[src/rtl/skew_meter_pkg.sv]
package skew_meter_pkg;

  // Strobes from the control to the datapath
  typedef struct packed {
    logic clrCnt;   // zero the counter and divider
    logic cntEn;    // count window open
  } skewStrb_t;

  typedef enum logic [1:0] {
    S_ARM   = 2'd0,
    S_WAIT  = 2'd1,
    S_COUNT = 2'd2,
    S_DONE  = 2'd3
  } skewState_t;

endpackage

[src/rtl/skew_datapath.sv]
module skew_datapath
  import skew_meter_pkg::*;
#(
  parameter int NUM_PATHS = 4,
  parameter int CNT_W     = 6,
  parameter bit USE_DIV2  = 1'b0
) (
  input  logic                 clk,
  input  logic                 rst_n,
  input  logic                 polarity,
  input  logic [NUM_PATHS-1:0] pathRet,
  input  skewStrb_t            strb,
  output logic                 anyArr,
  output logic                 allArr,
  output logic [CNT_W-1:0]     cntVal,
  output logic                 cntSat
);

  localparam logic [CNT_W-1:0] CNT_MAX = {CNT_W{1'b1}};

  logic [NUM_PATHS-1:0] syncA, syncB, arrived;
  logic [CNT_W-1:0]     cntQ;
  logic                 step;

  // Two-flop synchronizer on each return
  always_ff @(posedge clk or negedge rst_n) begin
    if (!rst_n) begin
      syncA <= '0;
      syncB <= '0;
    end else begin
      syncA <= pathRet;
      syncB <= syncA;
    end
  end

  assign arrived = polarity ? syncB : ~syncB;
  assign anyArr  = |arrived;
  assign allArr  = &arrived;

  generate
    if (USE_DIV2) begin : g_div2
      logic togQ;
      always_ff @(posedge clk or negedge rst_n) begin
        if (!rst_n)           togQ <= 1'b0;
        else if (strb.clrCnt) togQ <= 1'b0;
        else if (strb.cntEn)  togQ <= ~togQ;
      end
      assign step = strb.cntEn & togQ;
    end else begin : g_full
      assign step = strb.cntEn;
    end
  endgenerate

  always_ff @(posedge clk or negedge rst_n) begin
    if (!rst_n)                    cntQ <= '0;
    else if (strb.clrCnt)          cntQ <= '0;
    else if (step && !cntSat)      cntQ <= cntQ + 1'b1;
  end

  assign cntSat = (cntQ == CNT_MAX);
  assign cntVal = cntQ;

  // a full counter never wraps back
  a_r8_no_wrap: assert property (@(posedge clk) disable iff (!rst_n)
    (cntQ == CNT_MAX && !strb.clrCnt) |=> (cntQ == CNT_MAX));

  // clearing zeroes the counter
  a_r11_clear_zero: assert property (@(posedge clk) disable iff (!rst_n)
    strb.clrCnt |=> (cntQ == '0));

endmodule

[src/rtl/skew_control.sv]
module skew_control
  import skew_meter_pkg::*;
#(
  parameter int CNT_W = 6,
  parameter int TMO_W = 10
) (
  input  logic             clk,
  input  logic             rst_n,
  input  logic             clear,
  input  logic             polarity,
  input  logic [CNT_W-1:0] threshold,
  input  logic [TMO_W-1:0] timeoutLimit,
  input  logic             anyArr,
  input  logic             allArr,
  input  logic [CNT_W-1:0] cntVal,
  input  logic             cntSat,
  output skewStrb_t        strb,
  output logic             launch,
  output logic             done,
  output logic             fault
);

  localparam logic [CNT_W-1:0] CNT_ONE = CNT_W'(1);

  skewState_t       state;
  logic [1:0]       stg;
  logic [TMO_W-1:0] tmoCnt;
  logic             measuring, finish, tmoHit, overThr;

  // Two-stage launch generator: serial input tied active, stages reset inactive
  always_ff @(posedge clk or negedge rst_n) begin
    if (!rst_n)     stg <= 2'b00;
    else if (clear) stg <= 2'b00;
    else            stg <= {stg[0], 1'b1};
  end

  assign launch = polarity ? stg[1] : ~stg[1];

  assign measuring = (state == S_WAIT) || (state == S_COUNT);
  assign finish    = measuring && allArr;
  assign tmoHit    = measuring && !allArr && (tmoCnt == timeoutLimit);
  assign overThr   = (cntVal > threshold) && (cntVal != CNT_ONE);

  assign strb.clrCnt = clear;
  assign strb.cntEn  = measuring && anyArr && !allArr && !clear;

  always_ff @(posedge clk or negedge rst_n) begin
    if (!rst_n) begin
      state  <= S_ARM;
      tmoCnt <= '0;
      done   <= 1'b0;
      fault  <= 1'b0;
    end else if (clear) begin
      state  <= S_ARM;
      tmoCnt <= '0;
      done   <= 1'b0;
      fault  <= 1'b0;
    end else begin
      case (state)
        S_ARM:   if (stg[1]) state <= S_WAIT;
        S_WAIT:  if (!allArr && anyArr) state <= S_COUNT;
        default: ;
      endcase
      if (measuring) tmoCnt <= tmoCnt + 1'b1;
      if (finish) begin
        state <= S_DONE;
        done  <= 1'b1;
        fault <= overThr || cntSat;
      end else if (tmoHit) begin
        state <= S_DONE;
        done  <= 1'b1;
        fault <= 1'b1;
      end
    end
  end

  // launch sits at its inactive level the cycle after clear is sampled
  a_r1_launch_idle: assert property (@(posedge clk) disable iff (!rst_n)
    (clear && $stable(polarity)) |=> (launch == !polarity));

  // done holds until clear
  a_r5_done_holds: assert property (@(posedge clk) disable iff (!rst_n)
    (done && !clear) |=> done);

  // the result is frozen once done
  a_r5_count_frozen: assert property (@(posedge clk) disable iff (!rst_n)
    (done && !clear) |=> $stable(cntVal));

  // a single-cycle spread never reports a fault
  a_r7_one_not_fault: assert property (@(posedge clk) disable iff (!rst_n)
    (done && cntVal == CNT_ONE && !cntSat) |-> !fault);

  // a fault is only ever shown together with done
  a_r9_fault_done: assert property (@(posedge clk) disable iff (!rst_n)
    fault |-> done);

endmodule

[src/rtl/skew_meter.sv]
module skew_meter
  import skew_meter_pkg::*;
#(
  parameter int NUM_PATHS = 4,
  parameter int CNT_W     = 6,
  parameter int TMO_W     = 10,
  parameter bit USE_DIV2  = 1'b0
) (
  input  logic                 clk,
  input  logic                 rst_n,
  input  logic                 clear,
  input  logic                 polarity,
  input  logic [CNT_W-1:0]     threshold,
  input  logic [TMO_W-1:0]     timeoutLimit,
  input  logic [NUM_PATHS-1:0] pathRet,
  output logic                 launch,
  output logic [CNT_W-1:0]     count,
  output logic                 done,
  output logic                 fault
);

  skewStrb_t        strb;
  logic             anyArr, allArr, cntSat;
  logic [CNT_W-1:0] cntVal;

  skew_datapath #(
    .NUM_PATHS(NUM_PATHS),
    .CNT_W    (CNT_W),
    .USE_DIV2 (USE_DIV2)
  ) datapath_i (
    .clk     (clk),
    .rst_n   (rst_n),
    .polarity(polarity),
    .pathRet (pathRet),
    .strb    (strb),
    .anyArr  (anyArr),
    .allArr  (allArr),
    .cntVal  (cntVal),
    .cntSat  (cntSat)
  );

  skew_control #(
    .CNT_W(CNT_W),
    .TMO_W(TMO_W)
  ) control_i (
    .clk         (clk),
    .rst_n       (rst_n),
    .clear       (clear),
    .polarity    (polarity),
    .threshold   (threshold),
    .timeoutLimit(timeoutLimit),
    .anyArr      (anyArr),
    .allArr      (allArr),
    .cntVal      (cntVal),
    .cntSat      (cntSat),
    .strb        (strb),
    .launch      (launch),
    .done        (done),
    .fault       (fault)
  );

  assign count = cntVal;

endmodule

[config.mk]
export PLATFORM = sky130hd
export DESIGN_NAME = skew_meter
export DESIGN_NICKNAME = d
export VERILOG_FILES = /design/src/rtl/skew_meter_pkg.sv /design/src/rtl/skew_datapath.sv /design/src/rtl/skew_control.sv /design/src/rtl/skew_meter.sv
export SDC_FILE = /design/constraint.sdc
export NUM_CORES = 1
export LEC_CHECK = 0
export BUFFER_PORTS_ARGS = -buffer_cell sky130_fd_sc_hd__buf_4
export CORE_AREA = 4 4 78 80
export CTS_BUF_LIST = sky130_fd_sc_hd__clkbuf_16
export CTS_CLUSTER_DIAMETER = 80
export CTS_CLUSTER_SIZE = 40
export DETAILED_ROUTE_END_ITERATION = 12
export DIE_AREA = 0 0 82 84
export GPL_TIMING_DRIVEN = 1
export PLACE_DENSITY = 0.49
export SLEW_MARGIN = 20
export SYNTH_ARGS = -nofsm -noshare
export SYNTH_HDL_FRONTEND = slang
export SYNTH_SLANG_ARGS = --single-unit
[constraint.sdc]
create_clock -name clk -period 2 [get_ports clk]
set_input_delay 0.2 -clock clk [delete_from_list [all_inputs] [get_ports clk]]
set_output_delay 0.2 -clock clk [all_outputs]
set_load 0.02 [all_outputs]
==> results.sh, run 1 <==
export IMPL_drtPass1Iterations=4
export IMPL_num_rows=27
export IMPL_end_kind="flop"
export IMPL_worst_slack_ns=0.208
export IMPL_dp_hpwl_um=2340
export IMPL_fp_dieW_um=82
export IMPL_tns_ns=0
export IMPL_fin_crit_ns=1.79
export IMPL_postCtsSetupRepairBufs=0
export IMPL_drc=0
export IMPL_yosysWarnings=0
export IMPL_status="completed"
export IMPL_ir_drop_mv=0.666
export IMPL_crit_type="flop to flop"
export IMPL_gp_congestion=0.781
export IMPL_drt_wl_total_um=3160
export IMPL_coreArea_um2=5410
export IMPL_syn_inst=158
export IMPL_clkTransAtPathRegs_ns=0.05
export IMPL_setup_violations=0
export IMPL_multiInputGateArea_um2=749
export IMPL_clkSinkCount=30
export IMPL_leakagePower_nw=0.943
export IMPL_start_util_pct=29.0
export IMPL_insertion_delay_ns=0.28
export IMPL_rsz0062_at_grt="false"
export IMPL_drv_slew=0
export IMPL_antenna_found_initial=0
export IMPL_drive_gt1_share_pct=22.4
export IMPL_cts_tree="done"
export IMPL_grt_pass1_vias=1176
export IMPL_die_area_um2=6890
export IMPL_die_h_um=84
export IMPL_viasPerCell=4.50
export IMPL_track_usage_pct=10.6
export IMPL_synthesis_area_um2=1570
export IMPL_fmax_ghz=0.558
export IMPL_min_period_over_period_pct=89.6
export IMPL_vias=1205
export IMPL_io_pin_count=33
export IMPL_synthTopCellsByArea="dfrtp_1, xnor2_1, ha_1, nor2_1, a21oi_1"
export IMPL_drt_iter0_drc=70
export IMPL_ys_types=29
export IMPL_seqCellArea_um2=751
export IMPL_seq_area_frac_synth_pct=48.0
export IMPL_antenna_cells=0
export IMPL_placed_cells=259
export IMPL_syn_nets=193
export IMPL_dpl_instance_area_um2=1880
export IMPL_final_cells=268
export IMPL_grt_max_degree=31
export IMPL_crit_arrival_ns=1.95
export IMPL_design_area_um2=2060
export IMPL_holdCritStartpoint="pathRet[0]"
export IMPL_grt_pass1_wl_um=5480
export IMPL_synth_top_area_share_pct=48.0
export IMPL_clockBufferDepth=2
export IMPL_skew_ns=0.00329
export IMPL_area_growth_pct=31.8
export IMPL_cts_made_buffers=5
export IMPL_startpoint_type="flop"
export IMPL_worstMarginPinSlew_ns=0.530
export IMPL_syn_area_per_cell_um2=9.91
export IMPL_nNetsFinal=230
export IMPL_fillerInstances=562
export IMPL_port_buffers=32
export IMPL_finalHoldViolCount=0
export IMPL_worstPathRequired_ns=2.16
export IMPL_synth_seq_cells=30
export IMPL_critPathMaxFanout=8
export IMPL_maxCapViolations=0
export IMPL_cts_max_level=2
export IMPL_globalRouteOverflowTotal=0
export IMPL_postCtsResizedCells=0
export IMPL_synth_top_area_cell="dfrtp_1"
export IMPL_hold_class="input pin to flop"
export IMPL_place_ws_ns=0.198
export IMPL_cts_hold_buf=1
export IMPL_cts_root_buf="clkbuf_16"
export IMPL_startpoint="control_i.state[0]"
export IMPL_power_density_nw_per_um2=917
export IMPL_slew_headroom_pct=64.3
export IMPL_ant_nets=0
export IMPL_r2r_start="control_i.state[0]"
export IMPL_wire_per_inst_um=11.8
[cells in the final DEF, fill, tap and decap left out, types with 2 or more instances in the layout]
master      count
nand2_1        11
inv_1          14
ha_1           11
nand4_1         5
buf_4          32
and3_1          3
or3_1           2
o21ai_0         2
clkbuf_16       5
mux2i_1         2
nor3_1          4
dfrtp_1        30
clkinvlp_4      2
xor2_1          6
nor4_1          3
xnor2_1        17
nand3_1         5
a21oi_1        12
nor2_1         18
[synthesized netlist by cell type]
master,number
nor4_1,3
nand4_1,5
nand3_1,5
ha_1,11
or4_4,1
a211oi_1,1
nor3_2,1
mux2i_1,2
a211oi_2,1
o22a_1,1
buf_2,1
nand2_1,11
nor3_1,4
nor2b_1,1
nor2_1,18
clkbuf_1,1
o221ai_1,1
xor2_1,6
a21oi_1,12
buf_1,1
xnor2_1,17
and3_1,3
dfrtp_1,30
o21ai_0,2
and2_4,1
or3_1,2
inv_1,14
o22ai_1,1
o21ai_1,1
[worst max-delay path, cell delays in order, from the launching register on]
cell and delay [ns]:
dfrtp_1 0.37, inv_1 0.06, ha_1 0.44, o21ai_1 0.23, nor4_1 0.36, xnor2_1 0.16, nor2_1 0.05
[area by class of cell]
type,count,area share [%]
timing repair buffer,33,12.1
sequential,30,36.4
clock buffer,5,6.06
multi-input combinational,111,36.3
inverter,14,2.55
tap,72,4.37
clock inverter,3,2.18
[per-stage QoR]
stage	power, mW	hold WS [ns]	util (%)
after CTS	1.92	0.0216	38.2
after global routing	2.00	0.0165	38.2
after floorplan	0.923	-0.0956	-
final	1.89	0.0282	38.2
after detailed placement	1.05	0.158	34.8
after global placement	1.05	0.160	34.8
[logic make-up (layout without fill, tap and decap cells)]
logic type,count (synthesis),in the layout,share of synthesized area (%)
AND/OR/NAND/NOR,55,55,17.3
flip-flops,30,30,48.0
XOR/XNOR,23,23,12.9
AO/OA/AOI/OAI,20,20,7.59
buffers and inverters,17,55,4.16
adder cells (fa/ha/maj),11,11,8.79
multiplexers,2,2,1.28
[where the power goes]
part / leakage, nW / internal [mW] / total (mW) / switching (mW)
Clock: 0.0760 / 0.586 / 0.860 / 0.274
Combinational: 0.472 / 0.160 / 0.332 / 0.172
Sequential: 0.394 / 0.650 / 0.701 / 0.0517
Total: 0.943 / 1.40 / 1.89 / 0.498
[sequential cells by signal (all words and copies together) (netlist names)]
name,cells
datapath_i.syncA,4
control_i.state,2
control_i.fault,1
datapath_i.cntVal,6
control_i.done,1
control_i.tmoCnt,10
control_i.stg,2
datapath_i.syncB,4
[path summary, 6_finish.rpt]
kind	slack (ns)	depth (start not counted)	endpoint
worst max-delay path	0.21	6	datapath_i.cntVal[5]
worst min-delay path	0.03	1	datapath_i.syncA[0]
worst max register to register	0.21	6	datapath_i.cntVal[5]
worst min register to register	0.35	0	datapath_i.syncB[3]
max in group asynchronous	1.34	2	control_i.fault
min in group asynchronous	0.39	2	control_i.tmoCnt[6]
[layer usage]
| metal | wire length (µm) | GRT usage [%] |
|---|---|---|
| met1 | 1490 | 13.6 |
| met2 | 1370 | 15.1 |
| met3 | 218 | 4.10 |
| met4 | 72 | 5.59 |
| met5 | 0 | 0 |
Power figures use the tool's default switching activity.
==> run 2: changes to the inputs <==
--- a/config.mk
+++ b/config.mk
@@ -6,12 +6,13 @@
 export NUM_CORES = 1
 export LEC_CHECK = 0
 export BUFFER_PORTS_ARGS = -buffer_cell sky130_fd_sc_hd__buf_4
-export CORE_AREA = 4 4 78 80
+export CAP_MARGIN = 20
+export CORE_AREA = 2 2 76 78
 export CTS_BUF_LIST = sky130_fd_sc_hd__clkbuf_16
 export CTS_CLUSTER_DIAMETER = 80
 export CTS_CLUSTER_SIZE = 40
 export DETAILED_ROUTE_END_ITERATION = 12
-export DIE_AREA = 0 0 82 84
+export DIE_AREA = 0 0 78 80
 export GPL_TIMING_DRIVEN = 1
 export PLACE_DENSITY = 0.49
 export SLEW_MARGIN = 20
==> run 2 against run 1 <==
Total power rose by 5.9%. First-iteration DRC count decreased by 60%. Die area fell by 9.4%. Worst hold slack better by 0.0045 ns. Clock power is 13% higher. Sequential power about the same. Setup slack better by 0.019 ns. Register-to-register slack improved by 0.02 ns. Clock-buffer cell count is the same. Critical path depth did not move. Core utilization grew 0.35 points. Non-clock buffer count stayed put. Largest cell class unchanged. Largest power group unchanged. Highest routed layer unchanged.
==> results.sh, run 2 (same netlist as run 1, synthesis figures left out) <==
export IMPL_grt_max_degree=31
export IMPL_setup_violations=0
export IMPL_startpoint="control_i.state[0]"
export IMPL_startpoint_type="flop"
export IMPL_drt_wl_total_um=3160
export IMPL_drtPass1Iterations=4
export IMPL_hold_class="input pin to flop"
export IMPL_dp_hpwl_um=2320
export IMPL_viasPerCell=4.40
export IMPL_slew_headroom_pct=63.6
export IMPL_maxCapViolations=0
export IMPL_grt_pass1_vias=1187
export IMPL_ir_drop_mv=0.536
export IMPL_intPower_mw=1.52
export IMPL_fin_util_pct=38.5
export IMPL_antenna_found_initial=0
export IMPL_holdCritStartpoint="pathRet[1]"
export IMPL_ant_nets=0
export IMPL_p_sw_mw=0.486
export IMPL_nNetsFinal=230
export IMPL_vias=1179
export IMPL_port_buffers=32
export IMPL_fp_dieW_um=78
export IMPL_insertion_delay_ns=0.27
export IMPL_cts_max_level=2
export IMPL_seqPwrFrac_pct=34.9
export IMPL_critPathMaxFanout=8
export IMPL_met3_usage_pct=3.85
export IMPL_crit_path_max_incr_delay_ns=0.44
export IMPL_placed_cells=259
export IMPL_cp_buffers_inverters=1
export IMPL_power_density_nw_per_um2=963
export IMPL_swShare_pct=24.3
export IMPL_end_kind="flop"
export IMPL_drt_iter0_drc=28
export IMPL_tns_ns=0
export IMPL_crit_family="adder cells"
export IMPL_rsz0062_at_grt="false"
export IMPL_crit_arrival_ns=1.92
export IMPL_die_h_um=80
export IMPL_worstPathRequired_ns=2.15
export IMPL_final_cells=268
export IMPL_r2r_start="control_i.state[0]"
export IMPL_gp_congestion=0.773
export IMPL_clkTransAtPathRegs_ns=0.05
export IMPL_combPwrFrac_pct=16.5
export IMPL_globalRouteOverflowTotal=0
export IMPL_layout_commonest_cell="buf_4"
export IMPL_drc=0
export IMPL_globalRouteMet1Util_pct=14.8
export IMPL_postCtsResizedCells=0
export IMPL_start_util_pct=29.0
export IMPL_fmax_ghz=0.564
export IMPL_fin_crit_ns=1.77
export IMPL_dpl_instance_area_um2=1880
export IMPL_leakagePower_nw=0.958
export IMPL_area_growth_pct=33.0
export IMPL_crit_type="flop to flop"
export IMPL_worstMarginPinSlew_ns=0.541
export IMPL_cts_root_buf="clkbuf_16"
export IMPL_clockBufferDepth=2
export IMPL_grt_use_met2_pct=17.1
export IMPL_num_rows=27
export IMPL_coreArea_um2=5410
export IMPL_min_period_over_period_pct=88.7
export IMPL_pwr_share_clk_pct=48.6
export IMPL_clkSinkCount=30
export IMPL_track_usage_pct=11.3
export IMPL_drive_gt1_share_pct=21.9
export IMPL_finalHoldViolCount=0
export IMPL_largest_reg_flops=10
export IMPL_drv_slew=0
export IMPL_slowest_stage="ha_1"
export IMPL_io_pin_count=33
export IMPL_wire_per_inst_um=11.8
export IMPL_grt_pass1_wl_um=5470
export IMPL_max_flop_register="control_i.tmoCnt"
export IMPL_design_area_um2=2080
export IMPL_status="completed"
export IMPL_final_cell_mix="buf_4, dfrtp_1, nor2_1"
export IMPL_path_cells="inv_1, ha_1, o21ai_1, nor4_1, xnor2_1, nor2_1"
export IMPL_die_area_um2=6240
export IMPL_skew_ns=0.00444
export IMPL_grt_busiest_layer="met2"
export IMPL_cts_made_buffers=5
export IMPL_antenna_cells=0
export IMPL_cts_tree="done"
run 2: cell types whose count changed in the layout (fill, tap and decap cells not counted):
| cell | before | now |
|---|---|---|
| clkinv_1 | 0 | 1 |
| clkinvlp_4 | 2 | 0 |
| bufinv_16 | 1 | 2 |
run 2: worst reg2reg max path, delay by kind of cell, from the launching register on:
kind,cells,cell delay (ns)
AOI/OAI and AO/OA,1,0.22
xor gates and xnor gates,1,0.16
adders and majority gates,1,0.44
buffers and inverters,1,0.06
DFF,1,0.36
and+or+nand+nor,2,0.41
run 2: layout make-up:
class	count	area [µm²]
fill	568	3320
sequential	30	751
multi-input combinational	111	749
timing repair buffer	33	250
clock buffer	5	125
tap	72	90.1
clock inverter	3	63.8
inverter	14	52.6
run 2: power by group through the flow:
stage / logic [mW] / registers [mW] / clock network, mW
floorplan: 0.207 / 0.716 / 0
global placement: 0.332 / 0.712 / 0
detailed placement: 0.337 / 0.711 / 0
CTS: 0.339 / 0.702 / 0.988
global route: 0.375 / 0.708 / 1.01
finish: 0.331 / 0.699 / 0.974
run 2: stage by stage:
step | hold slack, ns | setup WS (ns) | power [mW]
finish | 0.0327 | 0.227 | 2.00
global placement | 0.155 | 0.252 | 1.04
detailed placement | 0.154 | 0.217 | 1.05
CTS | 0.0271 | 0.199 | 2.03
floorplan | -0.0956 | 0.393 | 0.923
global route | 0.0245 | 0.0451 | 2.09
run 2: final timing paths:
kind / cells after the start / end / slack (ns)
max: 6 / datapath_i.cntVal[5] / 0.23
min: 1 / datapath_i.syncA[1] / 0.03
max reg2reg: 6 / datapath_i.cntVal[5] / 0.23
min reg2reg: 0 / datapath_i.syncB[1] / 0.35
max in group asynchronous: 2 / control_i.fault / 1.32
min in group asynchronous: 2 / control_i.tmoCnt[6] / 0.39
run 2: what timing repair did:
| item | 4_1_cts | 5_1_grt |
|---|---|---|
| setup buffers | 0 | 0 |
| hold endpoints to repair | 30 | 0 |
| hold buffers | 1 | 0 |
run 2: per-layer routing:
layer	share of wire, %	vias to the layer above
met3	6.0	4
met2	43	33
met5	0	-
li1	-	607
met1	50	535
met4	1.1	0
==> run 3: changes to the inputs <==
--- a/config.mk
+++ b/config.mk
@@ -7,14 +7,15 @@
 export LEC_CHECK = 0
 export BUFFER_PORTS_ARGS = -buffer_cell sky130_fd_sc_hd__buf_4
 export CAP_MARGIN = 20
-export CORE_AREA = 2 2 76 78
+export CORE_AREA = 5 5 79 81
 export CTS_BUF_LIST = sky130_fd_sc_hd__clkbuf_16
 export CTS_CLUSTER_DIAMETER = 80
-export CTS_CLUSTER_SIZE = 40
+export CTS_CLUSTER_SIZE = 14
 export DETAILED_ROUTE_END_ITERATION = 12
-export DIE_AREA = 0 0 78 80
+export DIE_AREA = 0 0 84 86
 export GPL_TIMING_DRIVEN = 1
 export PLACE_DENSITY = 0.49
+export REMOVE_ABC_BUFFERS = 1
 export SLEW_MARGIN = 20
 export SYNTH_ARGS = -nofsm -noshare
 export SYNTH_HDL_FRONTEND = slang
==> run 3 against run 2 <==
Total power down 14%. Flip-flop and latch count did not move. Global-route usage decreased by 1.2 points. Critical path type unchanged.
==> results.sh, run 3 (same netlist as run 1, synthesis figures left out) <==
export IMPL_cts_tree="done"
export IMPL_cts_max_level=2
export IMPL_globalRouteOverflowTotal=0
export IMPL_met3_usage_pct=4.13
export IMPL_layout_commonest_cell="buf_4"
export IMPL_wire_per_inst_um=12.1
export IMPL_antenna_found_initial=0
export IMPL_crit_arrival_ns=1.90
export IMPL_grt_pass1_vias=1224
export IMPL_grt_use_met2_pct=15.8
export IMPL_finalHoldViolCount=0
export IMPL_vias=1189
export IMPL_port_buffers=32
export IMPL_die_h_um=86
export IMPL_gp_congestion=0.730
export IMPL_fin_util_pct=37.8
export IMPL_dp_hpwl_um=2390
export IMPL_fin_crit_ns=1.75
export IMPL_track_usage_pct=10.0
export IMPL_insertion_delay_ns=0.27
export IMPL_leakagePower_nw=0.938
export IMPL_ant_nets=0
export IMPL_viasPerCell=4.42
export IMPL_worstMarginPinSlew_ns=0.389
export IMPL_fp_dieW_um=84
export IMPL_antenna_cells=0
export IMPL_cp_buffers_inverters=1
export IMPL_rsz0062_at_grt="false"
export IMPL_grt_busiest_layer="met2"
export IMPL_clockBufferDepth=2
export IMPL_cts_made_buffers=5
export IMPL_clkSinkCount=30
export IMPL_drive_gt1_share_pct=21.8
export IMPL_maxCapViolations=0
export IMPL_crit_family="adder cells"
export IMPL_ir_drop_mv=0.412
export IMPL_worst_slack_ns=0.246
export IMPL_cts_root_buf="clkbuf_16"
export IMPL_grt_max_degree=31
export IMPL_nNetsFinal=231
export IMPL_largest_reg_flops=10
export IMPL_start_util_pct=29.0
export IMPL_globalRouteMet1Util_pct=12.5
export IMPL_slew_headroom_pct=73.9
export IMPL_critPathMaxFanout=8
export IMPL_power_density_nw_per_um2=847
export IMPL_end_kind="flop"
export IMPL_max_flop_register="control_i.tmoCnt"
export IMPL_grt_pass1_wl_um=5790
export IMPL_worstPathRequired_ns=2.15
export IMPL_status="completed"
export IMPL_io_pin_count=33
export IMPL_startpoint_type="flop"
export IMPL_hold_slack_ns=0.0358
export IMPL_die_area_um2=7220
export IMPL_crit_type="flop to flop"
export IMPL_drt_wl_total_um=3260
export IMPL_drv_slew=0
export IMPL_drt_iter0_drc=24
export IMPL_path_cells="inv_1, ha_1, o21ai_1, nor4_1, xnor2_1, nor2_1"
export IMPL_skew_ns=0.00319
export IMPL_area_growth_pct=30.5
export IMPL_clkTransAtPathRegs_ns=0.05
export IMPL_hold_class="input pin to flop"
export IMPL_slowest_stage="ha_1"
export IMPL_coreArea_um2=5410
export IMPL_tns_ns=0
export IMPL_drc=0
export IMPL_crit_path_max_incr_delay_ns=0.43
export IMPL_setup_violations=0
export IMPL_fmax_ghz=0.570
export IMPL_num_rows=27
export IMPL_min_period_over_period_pct=87.7
export IMPL_drtPass1Iterations=4
export IMPL_place_ws_ns=0.230
export IMPL_final_cell_mix="buf_4, dfrtp_1, nor2_1"
run 3: cell count changes in the layout (fill, tap and decap cells not counted), sizes merged:
cell / before / now
clkinv: 1 / 3
bufinv: 2 / 0
buf: 32 / 33
run 3: layout make-up:
class | instances | area (µm²)
Clock buffer | 5 | 125
Clock inverter | 3 | 11.3
Fill cell | 549 | 3360
Inverter | 14 | 52.6
Multi-Input combinational cell | 111 | 756
Sequential cell | 30 | 751
Tap cell | 72 | 90.1
Timing Repair Buffer | 34 | 258
run 3: path summary, 6_finish.rpt:
path / start / end / slack, ns / cells after the start
worst max-delay path: control_i.state[0] / datapath_i.cntVal[5] / 0.25 / 6
worst max register to register: control_i.state[0] / datapath_i.cntVal[5] / 0.25 / 6
worst min-delay path: pathRet[2] / datapath_i.syncA[2] / 0.04 / 1
worst min register to register: datapath_i.syncA[3] / datapath_i.syncB[3] / 0.34 / 0
min in group asynchronous: rst_n / control_i.tmoCnt[7] / 0.40 / 2
max in group asynchronous: rst_n / control_i.state[1] / 1.31 / 2
run 3: where the power goes:
group,switching [mW],internal (mW),leakage (nW)
combinational,0.184,0.169,0.478
sequential,0.0394,0.650,0.394
clock,0.241,0.446,0.0663
run 3: timing repair:
item                                    CTS  global route
hold buffers                              1             0
endpoints found under the setup margin    0             3
hold endpoints to repair                 30             0
buffers inserted                          0             0
resized for setup                         0             1
run 3: worst register-to-register path, cell delays in order (launching register included):
cell and delay (ns):
dfrtp_1 0.36, inv_1 0.06, ha_1 0.43, o21ai_1 0.22, nor4_1 0.36, xnor2_1 0.16
nor2_1 0.05
run 3: metal layers:
metal  routed length, µm  up-vias
li1                    -      607
met1                1550      541
met2                1450       37
met3                 244        4
met4                  21        0
met5                   0        -
run 3: stage by stage:
stage | cells | cell area, µm² | total power [mW]
floorplan | 155 | 1550 | 0.916
global placement | 260 | 1890 | 1.05
detailed placement | 260 | 1890 | 1.06
CTS | 269 | 2040 | 1.76
global route | 269 | 2040 | 1.85
finish | 269 | 2040 | 1.73
